[src/rtl/i2c_bt_pkg.sv]
package i2c_bt_pkg;

    typedef enum logic [0:0] {
        BT_FREE = 1'b0,
        BT_BUSY = 1'b1
    } bt_state_t;

    // Busy value loaded by a software reset from the line levels
    function automatic logic bt_reload_busy(input logic scl, input logic sda);
        logic r;
        unique case ({scl, sda})
            2'b10:   r = 1'b1;  // clock high, data low
            2'b11:   r = 1'b0;
            2'b01:   r = 1'b0;
            default: r = 1'b0;  // both low
        endcase
        return r;
    endfunction

endpackage

[src/rtl/i2c_bt_sync.sv]
module i2c_bt_sync #(
    parameter int   STAGES  = 2,
    parameter logic RST_VAL = 1'b1
) (
    input  logic clk,
    input  logic rst_n,
    input  logic d_in,
    output logic d_out
);
    generate
        if (STAGES <= 1) begin : g_single
            logic q;
            always_ff @(posedge clk or negedge rst_n) begin
                if (!rst_n) q <= RST_VAL;
                else        q <= d_in;
            end
            assign d_out = q;
        end else begin : g_chain
            logic [STAGES-1:0] q;
            always_ff @(posedge clk or negedge rst_n) begin
                if (!rst_n) q <= {STAGES{RST_VAL}};
                else        q <= {q[STAGES-2:0], d_in};
            end
            assign d_out = q[STAGES-1];
        end
    endgenerate
endmodule

[src/rtl/i2c_bt_cond.sv]
module i2c_bt_cond (
    input  logic clk,
    input  logic rst_n,
    input  logic scl_s,
    input  logic sda_s,
    output logic start_det,
    output logic stop_det,
    output logic level_det
);
    logic scl_p;
    logic sda_p;
    logic scl_hold;

    always_ff @(posedge clk or negedge rst_n) begin
        if (!rst_n) begin
            scl_p <= 1'b1;
            sda_p <= 1'b1;
        end else begin
            scl_p <= scl_s;
            sda_p <= sda_s;
        end
    end

    // Edges on data only count while the clock was high in both samples
    assign scl_hold  = scl_s & scl_p;
    assign start_det = scl_hold & sda_p & ~sda_s;
    assign stop_det  = scl_hold & ~sda_p & sda_s;
    assign level_det = scl_s & ~sda_s;
endmodule

[src/rtl/i2c_bt_fsm.sv]
module i2c_bt_fsm
    import i2c_bt_pkg::*;
(
    input  logic clk,
    input  logic rst_n,
    input  logic soft_rst,
    input  logic enable,
    input  logic bf_clr,
    input  logic scl_s,
    input  logic sda_s,
    input  logic start_det,
    input  logic stop_det,
    input  logic level_det,
    output logic bus_busy,
    output logic bus_free_evt,
    output logic busy_valid
);
    bt_state_t state_q;
    bt_state_t state_d;
    logic      bf_q;
    logic      valid_q;

    // Next state: RELOAD over GO_FREE over GO_BUSY
    always_comb begin
        state_d = state_q;
        if (soft_rst) begin
            state_d = bt_reload_busy(scl_s, sda_s) ? BT_BUSY : BT_FREE;
        end else begin
            unique case (state_q)
                BT_FREE: if (!stop_det && (start_det || level_det)) state_d = BT_BUSY;
                BT_BUSY: if (stop_det) state_d = BT_FREE;
            endcase
        end
    end

    // State register
    always_ff @(posedge clk or negedge rst_n) begin
        if (!rst_n) state_q <= BT_FREE;
        else        state_q <= state_d;
    end

    // Sticky event flag and enable lag
    always_ff @(posedge clk or negedge rst_n) begin
        if (!rst_n) begin
            bf_q    <= 1'b0;
            valid_q <= 1'b0;
        end else if (soft_rst) begin
            bf_q    <= 1'b0;
            valid_q <= 1'b0;
        end else begin
            valid_q <= enable;
            if (stop_det)    bf_q <= 1'b1;
            else if (bf_clr) bf_q <= 1'b0;
        end
    end

    // Outputs
    always_comb begin
        bus_busy     = (state_q == BT_BUSY);
        bus_free_evt = bf_q;
        busy_valid   = valid_q;
    end
endmodule

[src/rtl/i2c_busy_tracker.sv]
module i2c_busy_tracker #(
    parameter int SYNC_STAGES = 2
) (
    input  logic clk,
    input  logic rst_n,
    input  logic soft_rst,
    input  logic enable,
    input  logic bf_clr,
    input  logic scl_in,
    input  logic sda_in,
    output logic bus_busy,
    output logic bus_free_evt,
    output logic busy_valid
);
    logic scl_s;
    logic sda_s;
    logic start_det;
    logic stop_det;
    logic level_det;

    i2c_bt_sync #(.STAGES(SYNC_STAGES), .RST_VAL(1'b1)) u_scl_sync (
        .clk(clk), .rst_n(rst_n), .d_in(scl_in), .d_out(scl_s)
    );

    i2c_bt_sync #(.STAGES(SYNC_STAGES), .RST_VAL(1'b1)) u_sda_sync (
        .clk(clk), .rst_n(rst_n), .d_in(sda_in), .d_out(sda_s)
    );

    i2c_bt_cond u_cond (
        .clk(clk), .rst_n(rst_n), .scl_s(scl_s), .sda_s(sda_s),
        .start_det(start_det), .stop_det(stop_det), .level_det(level_det)
    );

    i2c_bt_fsm u_fsm (
        .clk(clk), .rst_n(rst_n), .soft_rst(soft_rst), .enable(enable),
        .bf_clr(bf_clr), .scl_s(scl_s), .sda_s(sda_s),
        .start_det(start_det), .stop_det(stop_det), .level_det(level_det),
        .bus_busy(bus_busy), .bus_free_evt(bus_free_evt), .busy_valid(busy_valid)
    );
endmodule

[config.mk]
export PLATFORM = sky130hd
export DESIGN_NAME = i2c_busy_tracker
export DESIGN_NICKNAME = d
export VERILOG_FILES = /design/src/rtl/i2c_bt_pkg.sv /design/src/rtl/i2c_bt_sync.sv /design/src/rtl/i2c_bt_cond.sv /design/src/rtl/i2c_bt_fsm.sv /design/src/rtl/i2c_busy_tracker.sv
export SDC_FILE = /design/constraint.sdc
export NUM_CORES = 1
export LEC_CHECK = 0
export BUFFER_PORTS_ARGS = -buffer_cell sky130_fd_sc_hd__buf_2
export CAP_MARGIN = 25
export CELL_PAD_IN_SITES_DETAIL_PLACEMENT = 1
export CELL_PAD_IN_SITES_GLOBAL_PLACEMENT = 2
export CORE_AREA = 2 2 39 41
export DETAILED_ROUTE_END_ITERATION = 16
export DIE_AREA = 0 0 41 43
export PLACE_DENSITY_LB_ADDON = 0.05
export SLEW_MARGIN = 20
export SYNTH_ARGS = -nofsm -noshare
export SYNTH_HDL_FRONTEND = slang
export SYNTH_SLANG_ARGS = --single-unit
[constraint.sdc]
create_clock -name clk -period 1.5 [get_ports clk]
set_clock_uncertainty 0.1 [all_clocks]
set_input_delay 0.3 -clock clk [delete_from_list [all_inputs] [get_ports clk]]
set_output_delay 0.3 -clock clk [all_outputs]
set_load 0.03 [all_outputs]
==> metrics.log, run 1 <==
INFO  metric final-seq-area = 233 um2
INFO  metric worst_setup_hold_path_clk_slew = 60 ps
INFO  metric fillCellCount = 159
INFO  metric synth_nets = 24
INFO  metric synthesized_instance_count = 17
INFO  metric max_cap_viol_count = 0
INFO  metric dp_hpwl = 361 um
INFO  metric design.final.nets = 39
INFO  metric cp_num_buf_inv = 1
INFO  metric n_antenna_cell = 0
INFO  metric initial_utilization = 21.1%
INFO  metric worst-endpoint-required = 1100 ps
INFO  metric tritoncts.num_buffers = 3
INFO  metric worst_path_largest_cell_delay = 380 ps
INFO  metric die_x = 41 um
INFO  metric grt_max_degree = 10
INFO  metric wire_length_after_detailed_routing = 536 um
INFO  metric grt-ovfl-total = 0
INFO  metric seqPwrFrac = 54.2%
INFO  metric p_per_area = 1260 nW/um2
INFO  metric drt-vias-per-instance = 3.91
INFO  metric placement_rows = 14
INFO  metric worst_skew_pair.late_latency = 260 ps
INFO  metric cp_cell_sequence = buf_2
INFO  metric report.final.slew_viol_count = 0
INFO  metric post-synth-top-area-cell = sky130_fd_sc_hd__dfstp_2
INFO  metric drt_pass1_iterations = 3
INFO  metric multiInputGateArea = 51.3 um2
INFO  metric vdd_drop_max = 0.443 mV
INFO  metric die_height = 43 um
INFO  metric synth_compound_area_share = 7.30%
INFO  metric ctsHtreeMaxLevel = 1
INFO  metric final_layout_size_suffix_gt1_share = 61.3%
INFO  metric grtUsageTotal = 7.44%
INFO  metric yosysTopAreaCellShare = 54.1%
INFO  metric power_leakage = 0.185 nW
INFO  metric tritoncts_clock_tree = yes
INFO  metric cts_num_sinks = 9
INFO  metric hold-worst-slack = 35.8 ps
INFO  metric adder_and_majority_cell_fraction_of_the_synthesized_area = 0%
INFO  metric main_combinational_cell_family_by_area_after_synthesis = simple AND/OR/NAND/NOR gates
INFO  metric remaining_drc_errors = 0
INFO  metric grt_antenna_before_repair = 0
INFO  metric path_class = flip-flop to output port
INFO  metric final-setup-viol-count = 0
INFO  metric switching_share = 23.2%
INFO  metric final_min_period_over_clock_period = 81.3%
INFO  metric timing.slew.headroom = 86.6%
INFO  metric postSynthRegisterBits = 9
INFO  metric fmax = 820 MHz
INFO  metric proportion_of_synthesized_area_in_mux_cells = 0%
INFO  metric cellInternalPower = 381 uW
INFO  metric timing.critical_path.max_delay_family = flip-flops
INFO  metric post_synth_main_area_contributors = sky130_fd_sc_hd__dfstp_2 (54%), sky130_fd_sc_hd__dfrtp_1 (26%), sky130_fd_sc_hd__o32ai_2 (5.6%), sky130_fd_sc_hd__and3b_1 (3.0%), sky130_fd_sc_hd__nand4b_1 (3.0%)
INFO  metric power.switching = 115 uW
INFO  metric timing.critical_path.fanout_max = 2
INFO  metric detail-route-antenna-nets = 0
INFO  metric area_delta_synth_final = 34.8%
INFO  metric synth_simple_gate_area_share = 10.3%
INFO  metric final_period_minus_worst_setup_slack = 1220 ps
INFO  metric pin_count = 10
INFO  metric timing.critical_path.arrival = 820 ps
INFO  metric setup.worst_path.start_class = flip-flop
INFO  metric rsz_0062_raised_after_global_routing = no
INFO  metric hold_path_class = input port to flip-flop
INFO  metric route.vias.total = 184
INFO  metric final_hold_viols = 0
INFO  metric synth_xor_xnor_area_share = 0%
INFO  metric power.total = 496 uW
INFO  metric synth_warnings = 0
INFO  metric total_core_area = 1380 um2
INFO  metric clk_path_buf_depth = 2
INFO  metric globalplace.congestion = 0.559
INFO  metric grt_pass1_wl = 779 um
INFO  metric drt-wirelength-per-cell = 11.4 um
INFO  metric setup.worst_path.end_class = output port
INFO  metric p_comb_share = 7.6%
INFO  metric tns = 0 ps
INFO  metric drtIter0Drc = 4
INFO  metric design.die.area = 1760 um2
INFO  metric io_buffers = 9
INFO  metric yosysUniqueCellTypes = 9
INFO  metric netlist_area = 292 um2
INFO  metric via_count_of_the_first_global_routing_pass = 190
INFO  metric root_buf_cell = sky130_fd_sc_hd__clkbuf_4
INFO  metric synthesis.area_per_instance = 17.1 um2
INFO  metric synth_sequential_area_ratio = 79.8%
INFO  metric tightestPinTransition = 201 ps
INFO  metric run_status = completed
INFO  metric p_clk_share = 38.2%
INFO  metric critPathSlowestCell = sky130_fd_sc_hd__dfrtp_1
==> cell usage in the layout, fill, tap and decap left out <==
cell type,Yosys,routed
sky130_fd_sc_hd__a21oi_1,1,1
sky130_fd_sc_hd__and3b_1,1,1
sky130_fd_sc_hd__buf_2,0,9
sky130_fd_sc_hd__clkbuf_1,0,1
sky130_fd_sc_hd__clkbuf_4,0,3
sky130_fd_sc_hd__dfrtp_1,3,3
sky130_fd_sc_hd__dfstp_2,6,6
sky130_fd_sc_hd__dlygate4sd3_1,0,1
sky130_fd_sc_hd__inv_1,2,2
sky130_fd_sc_hd__nand2b_1,1,1
sky130_fd_sc_hd__nand4b_1,1,1
sky130_fd_sc_hd__nor2b_1,1,1
sky130_fd_sc_hd__o32ai_2,1,1
==> cell usage after synthesis (all sizes together) <==
cell	instances
a21oi	1
and3b	1
dfrtp	3
dfstp	6
inv	2
nand2b	1
nand4b	1
nor2b	1
o32ai	1
==> cell type report <==
cell class / instances / share of cell area [%]
Tap cell: 16 / 5.10
Sequential cell: 9 / 59.2
Clock buffer: 4 / 6.69
Timing Repair Buffer: 10 / 14.0
Inverter: 2 / 1.91
Multi-Input combinational cell: 6 / 13.1
==> final timing paths <==
path                                         start  depth (start not counted)                      end  slack, ps
setup / recovery                    u_fsm.bus_busy                          1                 bus_busy        280
hold / removal                              scl_in                          1  u_scl_sync.g_chain.q[0]         40
setup reg to reg                      u_cond.sda_p                          2           u_fsm.bus_busy        430
hold reg to reg            u_sda_sync.g_chain.q[0]                          0  u_sda_sync.g_chain.q[1]        260
max in group asynchronous                    rst_n                          2  u_scl_sync.g_chain.q[1]        740
min in group asynchronous                    rst_n                          2       u_fsm.bus_free_evt        310
==> flip-flops by register name (all words and copies together), names as in the netlist <==
signal	cells
u_fsm.busy_valid	1
u_cond.scl_p	1
u_fsm.bus_busy	1
u_sda_sync.g_chain.q	2
u_cond.sda_p	1
u_scl_sync.g_chain.q	2
u_fsm.bus_free_evt	1
==> power by group through the flow <==
stage | Clock (mW) | Sequential, mW | Combinational [mW]
2_1_floorplan | 0 | 0.280 | 0.00865
3_3_place_gp | 0 | 0.272 | 0.0359
3_5_place_dp | 0 | 0.273 | 0.0362
4_1_cts | 0.199 | 0.269 | 0.0388
5_1_grt | 0.215 | 0.269 | 0.0416
6_report | 0.190 | 0.269 | 0.0376
==> cells by family (layout without fill, tap and decap cells) <==
kind of cell           count (synthesis)  after routing
AO/OA/AOI/OAI                          2              2
buffers and inverters                  2             16
flip-flops                             9              9
AND/OR/NAND/NOR                        4              4
==> metrics by stage <==
step	std cells	area (um2)	util, %	setup slack [ps]
final	47	393	28.4	280
after global routing	47	393	28.4	247
after CTS	47	393	28.4	270
after detailed placement	42	357	25.8	423
after global placement	42	357	25.8	463
after floorplan	17	292	-	468
==> what timing repair did <==
item,in CTS,in global routing
endpoints found under the hold margin,9,0
resized for setup,0,0
hold buffers,1,0
buffers inserted,0,0
==> worst register-to-register path, delay by kind of cell, from the launching register on <==
| family | cells | cell delay (ps) |
|---|---|---|
| and+or+nand+nor | 1 | 180 |
| AOI/OAI and AO/OA | 1 | 190 |
| DFF | 1 | 520 |
==> metal layers <==
metal	vias to the layer above	part of all wire (%)	routed length, um	global-route usage [%]
li1	83	-	-	-
met3	0	17	89	7.85
met5	-	0	0	0
met2	13	44	238	10.0
met4	0	0	0	2.00
met1	88	39	207	7.77
Power figures use the tool's default switching activity.
==> inputs of run 2 (changes only) <==
- clock period: 1.5 -> 1.1 ns (I/O delays scaled with it)
==> run 2 against run 1 <==
Against the previous run: the run now ends with setup timing left; highest routed layer unchanged; sequential power increased by 37%; critical path depth unchanged; global-route usage increased by 0.20 points; die area unchanged; sequential cell count did not move; first-iteration DRC count is 25% lower; via count grew 6.0%; clock power rose by 35%; register-to-register slack got worse by 400 ps.
==> metrics.log, run 2 (synthesis gave the netlist of run 1 again) <==
INFO  metric worst-endpoint-required = 780 ps (-320 ps)
INFO  metric final_min_period_over_clock_period = 102%
INFO  metric drtIter0Drc = 3 (-1)
INFO  metric tns = -37.4 ps (-37.4 ps)
INFO  metric area_delta_synth_final = 48.1%
INFO  metric tritoncts_clock_tree = yes
INFO  metric worstRegToRegCells = 2 (unchanged)
INFO  metric setup.worst_path.end_class = output port
INFO  metric biggestRegsByFlops = u_scl_sync.g_chain.q: 2 flops, u_sda_sync.g_chain.q: 2 flops
INFO  metric groute.layer.met3.usage = 7.85% (unchanged)
INFO  metric preCtsSetupSlack = 22.7 ps (-400 ps)
INFO  metric global_route_met1_utilization = 7.77% (unchanged)
INFO  metric grtUsageTotal = 7.65% (+0.20 points)
INFO  metric n_antenna_cell = 0 (unchanged)
INFO  metric tritoncts.num_buffers = 3 (unchanged)
INFO  metric dp_hpwl = 361 um (unchanged)
INFO  metric cp_cell_sequence = buf_6
INFO  metric io_buffers = 9 (unchanged)
INFO  metric hold_path_depth = 2 (+1)
INFO  metric fmax = 891 MHz
INFO  metric die_x = 41 um (unchanged)
INFO  metric cts_num_sinks = 9 (unchanged)
INFO  metric tightestPinTransition = 200 ps (-1.05 ps)
INFO  metric clk_path_buf_depth = 2 (unchanged)
INFO  metric power_leakage = 0.197 nW (+6.5%)
INFO  metric cp_num_buf_inv = 1 (unchanged)
INFO  metric critPathSlowestCell = sky130_fd_sc_hd__dfrtp_1
INFO  metric critical_path_depth = 1 (unchanged)
INFO  metric report.final.slew_viol_count = 0 (unchanged)
INFO  metric stdcell_count = 49 (+4.3%)
INFO  metric remaining_drc_errors = 0 (unchanged)
INFO  metric timing.slew.headroom = 86.7% (about the same)
INFO  metric final_period_minus_worst_setup_slack = 1120 ps
INFO  metric max_cap_viol_count = 0 (unchanged)
INFO  metric rsz_0062_raised_after_global_routing = yes
INFO  metric worst_skew_pair.late_latency = 260 ps (about the same)
INFO  metric design.final.nets = 41 (+5.1%)
INFO  metric die_height = 43 um (unchanged)
INFO  metric grt-ovfl-total = 0 (unchanged)
INFO  metric final_hold_viols = 0 (unchanged)
INFO  metric worst_setup_hold_path_clk_slew = 60 ps (about the same)
INFO  metric setup.worst_path.start_class = flip-flop
INFO  metric total_core_area = 1380 um2 (unchanged)
INFO  metric via_count_of_the_first_global_routing_pass = 199 (+4.7%)
INFO  metric timing.critical_path.arrival = 800 ps (-20 ps)
INFO  metric initial_utilization = 21.1% (unchanged)
INFO  metric final_layout_size_suffix_gt1_share = 57.6% (-3.7 points)
INFO  metric drt-vias-per-instance = 3.98 (+1.7%)
INFO  metric grt_max_degree = 10 (unchanged)
INFO  metric fillCellCount = 155 (-2.5%)
INFO  metric timing.critical_path.max_delay_family = flip-flops
INFO  metric timing.critical_path.fanout_max = 2 (unchanged)
INFO  metric p_per_area = 1600 nW/um2 (+26%)
INFO  metric hold_path_class = input port to flip-flop
INFO  metric design.die.area = 1760 um2 (unchanged)
INFO  metric root_buf_cell = sky130_fd_sc_hd__clkbuf_4
INFO  metric ctsHtreeMaxLevel = 1 (unchanged)
INFO  metric grt_most_used_layer = met2
INFO  metric grt_pass1_wl = 807 um (+3.6%)
INFO  metric route.vias.total = 195 (+6.0%)
INFO  metric final-setup-viol-count = 2 (+2)
INFO  metric detail-route-antenna-nets = 0 (unchanged)
INFO  metric wire_length_after_detailed_routing = 546 um (+1.9%)
INFO  metric globalplace.congestion = 0.559 (unchanged)
INFO  metric placed_instances = 42 (unchanged)
INFO  metric violations = setup timing
INFO  metric pin_count = 10 (unchanged)
INFO  metric hold-worst-slack = 45.5 ps (+9.64 ps)
INFO  metric vdd_drop_max = 0.621 mV (+40%)
INFO  metric path_class = flip-flop to output port
INFO  metric globalRouteMet2Util = 10.6% (+0.62 points)
INFO  metric drt_pass1_iterations = 2 (-1)
INFO  metric layout.cells.most_common_list = sky130_fd_sc_hd__buf_2 (6), sky130_fd_sc_hd__dfstp_2 (6)
INFO  metric power.total = 689 uW (+39%)
INFO  metric run_status = complete, but fails checks
INFO  metric grt_antenna_before_repair = 0 (unchanged)
INFO  metric postLayoutSetupSlackWorst = -21.8 ps (-302 ps)
INFO  metric worst_path_largest_cell_delay = 390 ps (about the same)
INFO  metric placement_rows = 14 (unchanged)
INFO  metric drt-wirelength-per-cell = 11.1 um (-2.3%)
## run 2: changes by cell type in the layout (fill, tap and decap cells not counted), sizes merged
cell and change:
dlygate4sd3 +2
## run 2: area by class of cell
class | count | area (um2) | share of cell area, %
well taps | 16 | 20.0 | 4.64
multi-input cells | 6 | 51.3 | 11.9
inverters | 2 | 7.51 | 1.74
repair buffers | 12 | 93.8 | 21.7
flip-flops and latches | 9 | 233 | 53.9
clock buffers | 4 | 26.3 | 6.09
## run 2: per-layer routing
layer | routed length [um] | part of all wire (%)
met5 | 0 | 0
met4 | 0 | 0
met2 | 260 | 48
met3 | 81 | 15
met1 | 204 | 37
## run 2: worst register-to-register path, stage by stage (launching register included)
cell and delay (ps):
sky130_fd_sc_hd__dfstp_2 520, sky130_fd_sc_hd__and3b_1 180, sky130_fd_sc_hd__o32ai_2 190
## run 2: through the flow
step	util [%]	area [um2]
floorplan	-	292
global placement	25.8	357
detailed placement	25.8	357
CTS	31.2	432
global route	31.2	432
finish	31.2	432
## run 2: report_power, final
part	switching [mW]	internal (mW)	total (mW)
clock	0.117	0.140	0.257
combinational	0.0300	0.0337	0.0637
sequential	0.0104	0.358	0.368
total	0.158	0.531	0.689
## run 2: path summary, 6_finish.rpt
check                                        start                      end  slack (ps)
max                                 u_fsm.bus_busy                 bus_busy         -20
min                                       soft_rst       u_fsm.bus_free_evt          50
max reg2reg                           u_cond.sda_p           u_fsm.bus_busy          30
min reg2reg                u_sda_sync.g_chain.q[0]  u_sda_sync.g_chain.q[1]         260
max in group asynchronous                    rst_n  u_scl_sync.g_chain.q[1]         420
min in group asynchronous                    rst_n       u_fsm.bus_free_evt         230
## run 2: what timing repair did
item / in CTS / in global routing
hold buffers: 3 / 0
setup buffers: 0 / 0
endpoints found under the setup margin: 3 / 4
gates resized for setup: 6 / 0
endpoints found under the hold margin: 11 / 0
==> inputs of run 3 (changes only) <==
- CAP_MARGIN: 25 -> 10
- SETUP_SLACK_MARGIN: unset -> 0.4
==> run 3 against run 2 <==
Against the previous run: the run ends with hold timing, setup timing left; sequential power is essentially flat; clock power is 4% lower; power is 1.5% lower; clock-buffer cell count unchanged; via count shrank 4.1%; cell area shrank 1.2%; global-route usage decreased by 0.63 points.
==> metrics.log, run 3 (synthesis gave the netlist of run 1 again) <==
INFO  metric pin_count = 10 (unchanged)
INFO  metric max_cap_viol_count = 0 (unchanged)
INFO  metric via_count_of_the_first_global_routing_pass = 197 (-1.0%)
INFO  metric power_leakage = 0.193 nW (-1.7%)
INFO  metric final_period_minus_worst_setup_slack = 1120 ps (-3.70 ps)
INFO  metric initial_utilization = 21.1% (unchanged)
INFO  metric setup.worst_path.end_class = output port
INFO  metric n_antenna_cell = 0 (unchanged)
INFO  metric timing.critical_path.max_delay_family = flip-flops
INFO  metric worst_path_largest_cell_delay = 410 ps (+20 ps)
INFO  metric die_height = 43 um (unchanged)
INFO  metric wire_length_after_detailed_routing = 521 um (-4.6%)
INFO  metric grt_max_degree = 10 (unchanged)
INFO  metric tns = -20.3 ps (+17.1 ps)
INFO  metric cellInternalPower = 531 uW (about the same)
INFO  metric design.die.area = 1760 um2 (unchanged)
INFO  metric tritoncts.num_buffers = 3 (unchanged)
INFO  metric drt-wirelength-per-cell = 10.9 um (-2.6%)
INFO  metric path_class = flip-flop to output port
INFO  metric final_util = 30.8% (-0.36 points)
INFO  metric final_min_period_over_clock_period = 102% (-0.34 points)
INFO  metric worst_setup_hold_path_clk_slew = 60 ps (about the same)
INFO  metric grt_pass1_wl = 765 um (-5.2%)
INFO  metric seqPwrFrac = 54.3% (+0.9 points)
INFO  metric placement_rows = 14 (unchanged)
INFO  metric remaining_drc_errors = 0 (unchanged)
INFO  metric timing.critical_path.arrival = 800 ps (about the same)
INFO  metric tightestPinTransition = 198 ps (-2.18 ps)
INFO  metric biggestRegsByFlops = u_scl_sync.g_chain.q: 2 flops, u_sda_sync.g_chain.q: 2 flops
INFO  metric drt-vias-per-instance = 3.90 (-2.1%)
INFO  metric hold-worst-slack = -298 ps (-344 ps)
INFO  metric grt_antenna_before_repair = 0 (unchanged)
INFO  metric p_clk_share = 36.3% (-1.0 points)
INFO  metric clk_path_buf_depth = 2 (unchanged)
INFO  metric detail-route-antenna-nets = 0 (unchanged)
INFO  metric cts_num_sinks = 9 (unchanged)
INFO  metric p_per_area = 1590 nW/um2 (-0.34%)
INFO  metric grtUsageTotal = 7.02% (-0.63 points)
INFO  metric stdcell_count = 48 (-2.0%)
INFO  metric timing.critical_path.fanout_max = 2 (unchanged)
INFO  metric layout.cells.most_common_list = sky130_fd_sc_hd__buf_2 (6), sky130_fd_sc_hd__dfstp_2 (6), sky130_fd_sc_hd__buf_6 (5), sky130_fd_sc_hd__clkbuf_4 (3)
INFO  metric tritoncts_clock_tree = yes
INFO  metric root_buf_cell = sky130_fd_sc_hd__clkbuf_4
INFO  metric p_comb_share = 9.4% (about the same)
INFO  metric design.final.nets = 40 (-2.4%)
INFO  metric final_hold_viols = 11 (+11)
INFO  metric run_status = complete, but fails checks
INFO  metric postLayoutSetupSlackWorst = -18.1 ps (+3.70 ps)
INFO  metric globalplace.congestion = 0.558 (about the same)
INFO  metric power.total = 679 uW (-1.5%)
INFO  metric route.vias.total = 187 (-4.1%)
INFO  metric cell_area_after_layout = 427 um2 (-1.2%)
INFO  metric hold_path_class = input port to asynchronous set/reset pin
INFO  metric grt-ovfl-total = 0 (unchanged)
INFO  metric setup.worst_path.start_class = flip-flop
INFO  metric fillCellCount = 152 (-1.9%)
INFO  metric area_delta_synth_final = 46.4%
INFO  metric drt_pass1_iterations = 1 (-1)
INFO  metric worst-endpoint-required = 780 ps (about the same)
INFO  metric placed_instances = 42 (unchanged)
INFO  metric vdd_drop_max = 0.600 mV (-3.4%)
INFO  metric switching_share = 21.8% (-1.1 points)
INFO  metric timing.slew.headroom = 86.8% (+0.15 points)
INFO  metric io_buffers = 9 (unchanged)
INFO  metric ctsHtreeMaxLevel = 1 (unchanged)
INFO  metric power.switching = 148 uW (-6.3%)
INFO  metric final-setup-viol-count = 2 (unchanged)
INFO  metric cp_num_buf_inv = 1 (unchanged)
INFO  metric worst_skew_pair.late_latency = 250 ps (about the same)
INFO  metric die_x = 41 um (unchanged)
INFO  metric drtIter0Drc = 0 (-3)
INFO  metric critPathSlowestCell = sky130_fd_sc_hd__dfrtp_2
INFO  metric final_layout_size_suffix_gt1_share = 71.9% (+14 points)
INFO  metric fmax = 894 MHz (+0.33%)
INFO  metric preCtsSetupSlack = 21.4 ps (-1.30 ps)
INFO  metric rsz_0062_raised_after_global_routing = yes
INFO  metric report.final.slew_viol_count = 0 (unchanged)
INFO  metric cp_cell_sequence = buf_6
INFO  metric violations = hold timing, setup timing
INFO  metric total_core_area = 1380 um2 (unchanged)
INFO  metric detailed_place.area = 359 um2 (+0.70%)
[run 3: cell count changes in the layout (fill, tap and decap cells not counted)]
cell,delta
sky130_fd_sc_hd__dfrtp_1,-2
sky130_fd_sc_hd__dlygate4sd3_1,-3
sky130_fd_sc_hd__dfrtp_2,+2
sky130_fd_sc_hd__buf_6,+2
[run 3: area by class of cell]
| type | count | area (um2) | share of cell area, % |
|---|---|---|---|
| Clock buffer | 4 | 26.3 | 6.16 |
| Inverter | 2 | 7.51 | 1.76 |
| Multi-Input combinational cell | 6 | 51.3 | 12.0 |
| Sequential cell | 9 | 235 | 55.1 |
| Tap cell | 16 | 20.0 | 4.69 |
| Timing Repair Buffer | 11 | 86.3 | 20.2 |
[run 3: what timing repair did]
action                                  in CTS  in global routing
resized for setup                            7                  1
pin swaps                                    1                  1
endpoints found under the setup margin       7                  7
setup buffers                                1                  1
hold endpoints to repair                    11                 11
[run 3: worst register-to-register path, cell delays in order (launching register included)]
cell and delay, ps:
sky130_fd_sc_hd__dfstp_2 520, sky130_fd_sc_hd__and3b_1 170, sky130_fd_sc_hd__o32ai_2 190
[run 3: per-layer routing]
layer	global-route usage, %	wire (um)
met4	8.00	0
met5	0	0
met3	2.09	57
met1	6.38	206
met2	10.6	256
[run 3: power groups by stage]
stage                     sequential (mW)  clock [mW]  combinational [mW]
after floorplan                     0.383           0              0.0118
after global placement              0.371           0              0.0490
after detailed placement            0.372           0              0.0501
after CTS                           0.369       0.269              0.0613
after global routing                0.369       0.282              0.0703
final                               0.368       0.246              0.0640
[run 3: path summary, 6_finish.rpt]
path | start | endpoint | slack (ps) | cells past startpoint
min in group clk | sda_in | u_sda_sync.g_chain.q[0] | -40 | 1
worst min register to register | u_scl_sync.g_chain.q[0] | u_scl_sync.g_chain.q[1] | 260 | 0
max in group asynchronous | rst_n | u_scl_sync.g_chain.q[0] | 950 | 1
worst max-delay path | u_fsm.bus_free_evt | bus_free_evt | -20 | 1
worst min-delay path | rst_n | u_fsm.bus_free_evt | -300 | 1
worst max register to register | u_cond.sda_p | u_fsm.bus_busy | 20 | 2
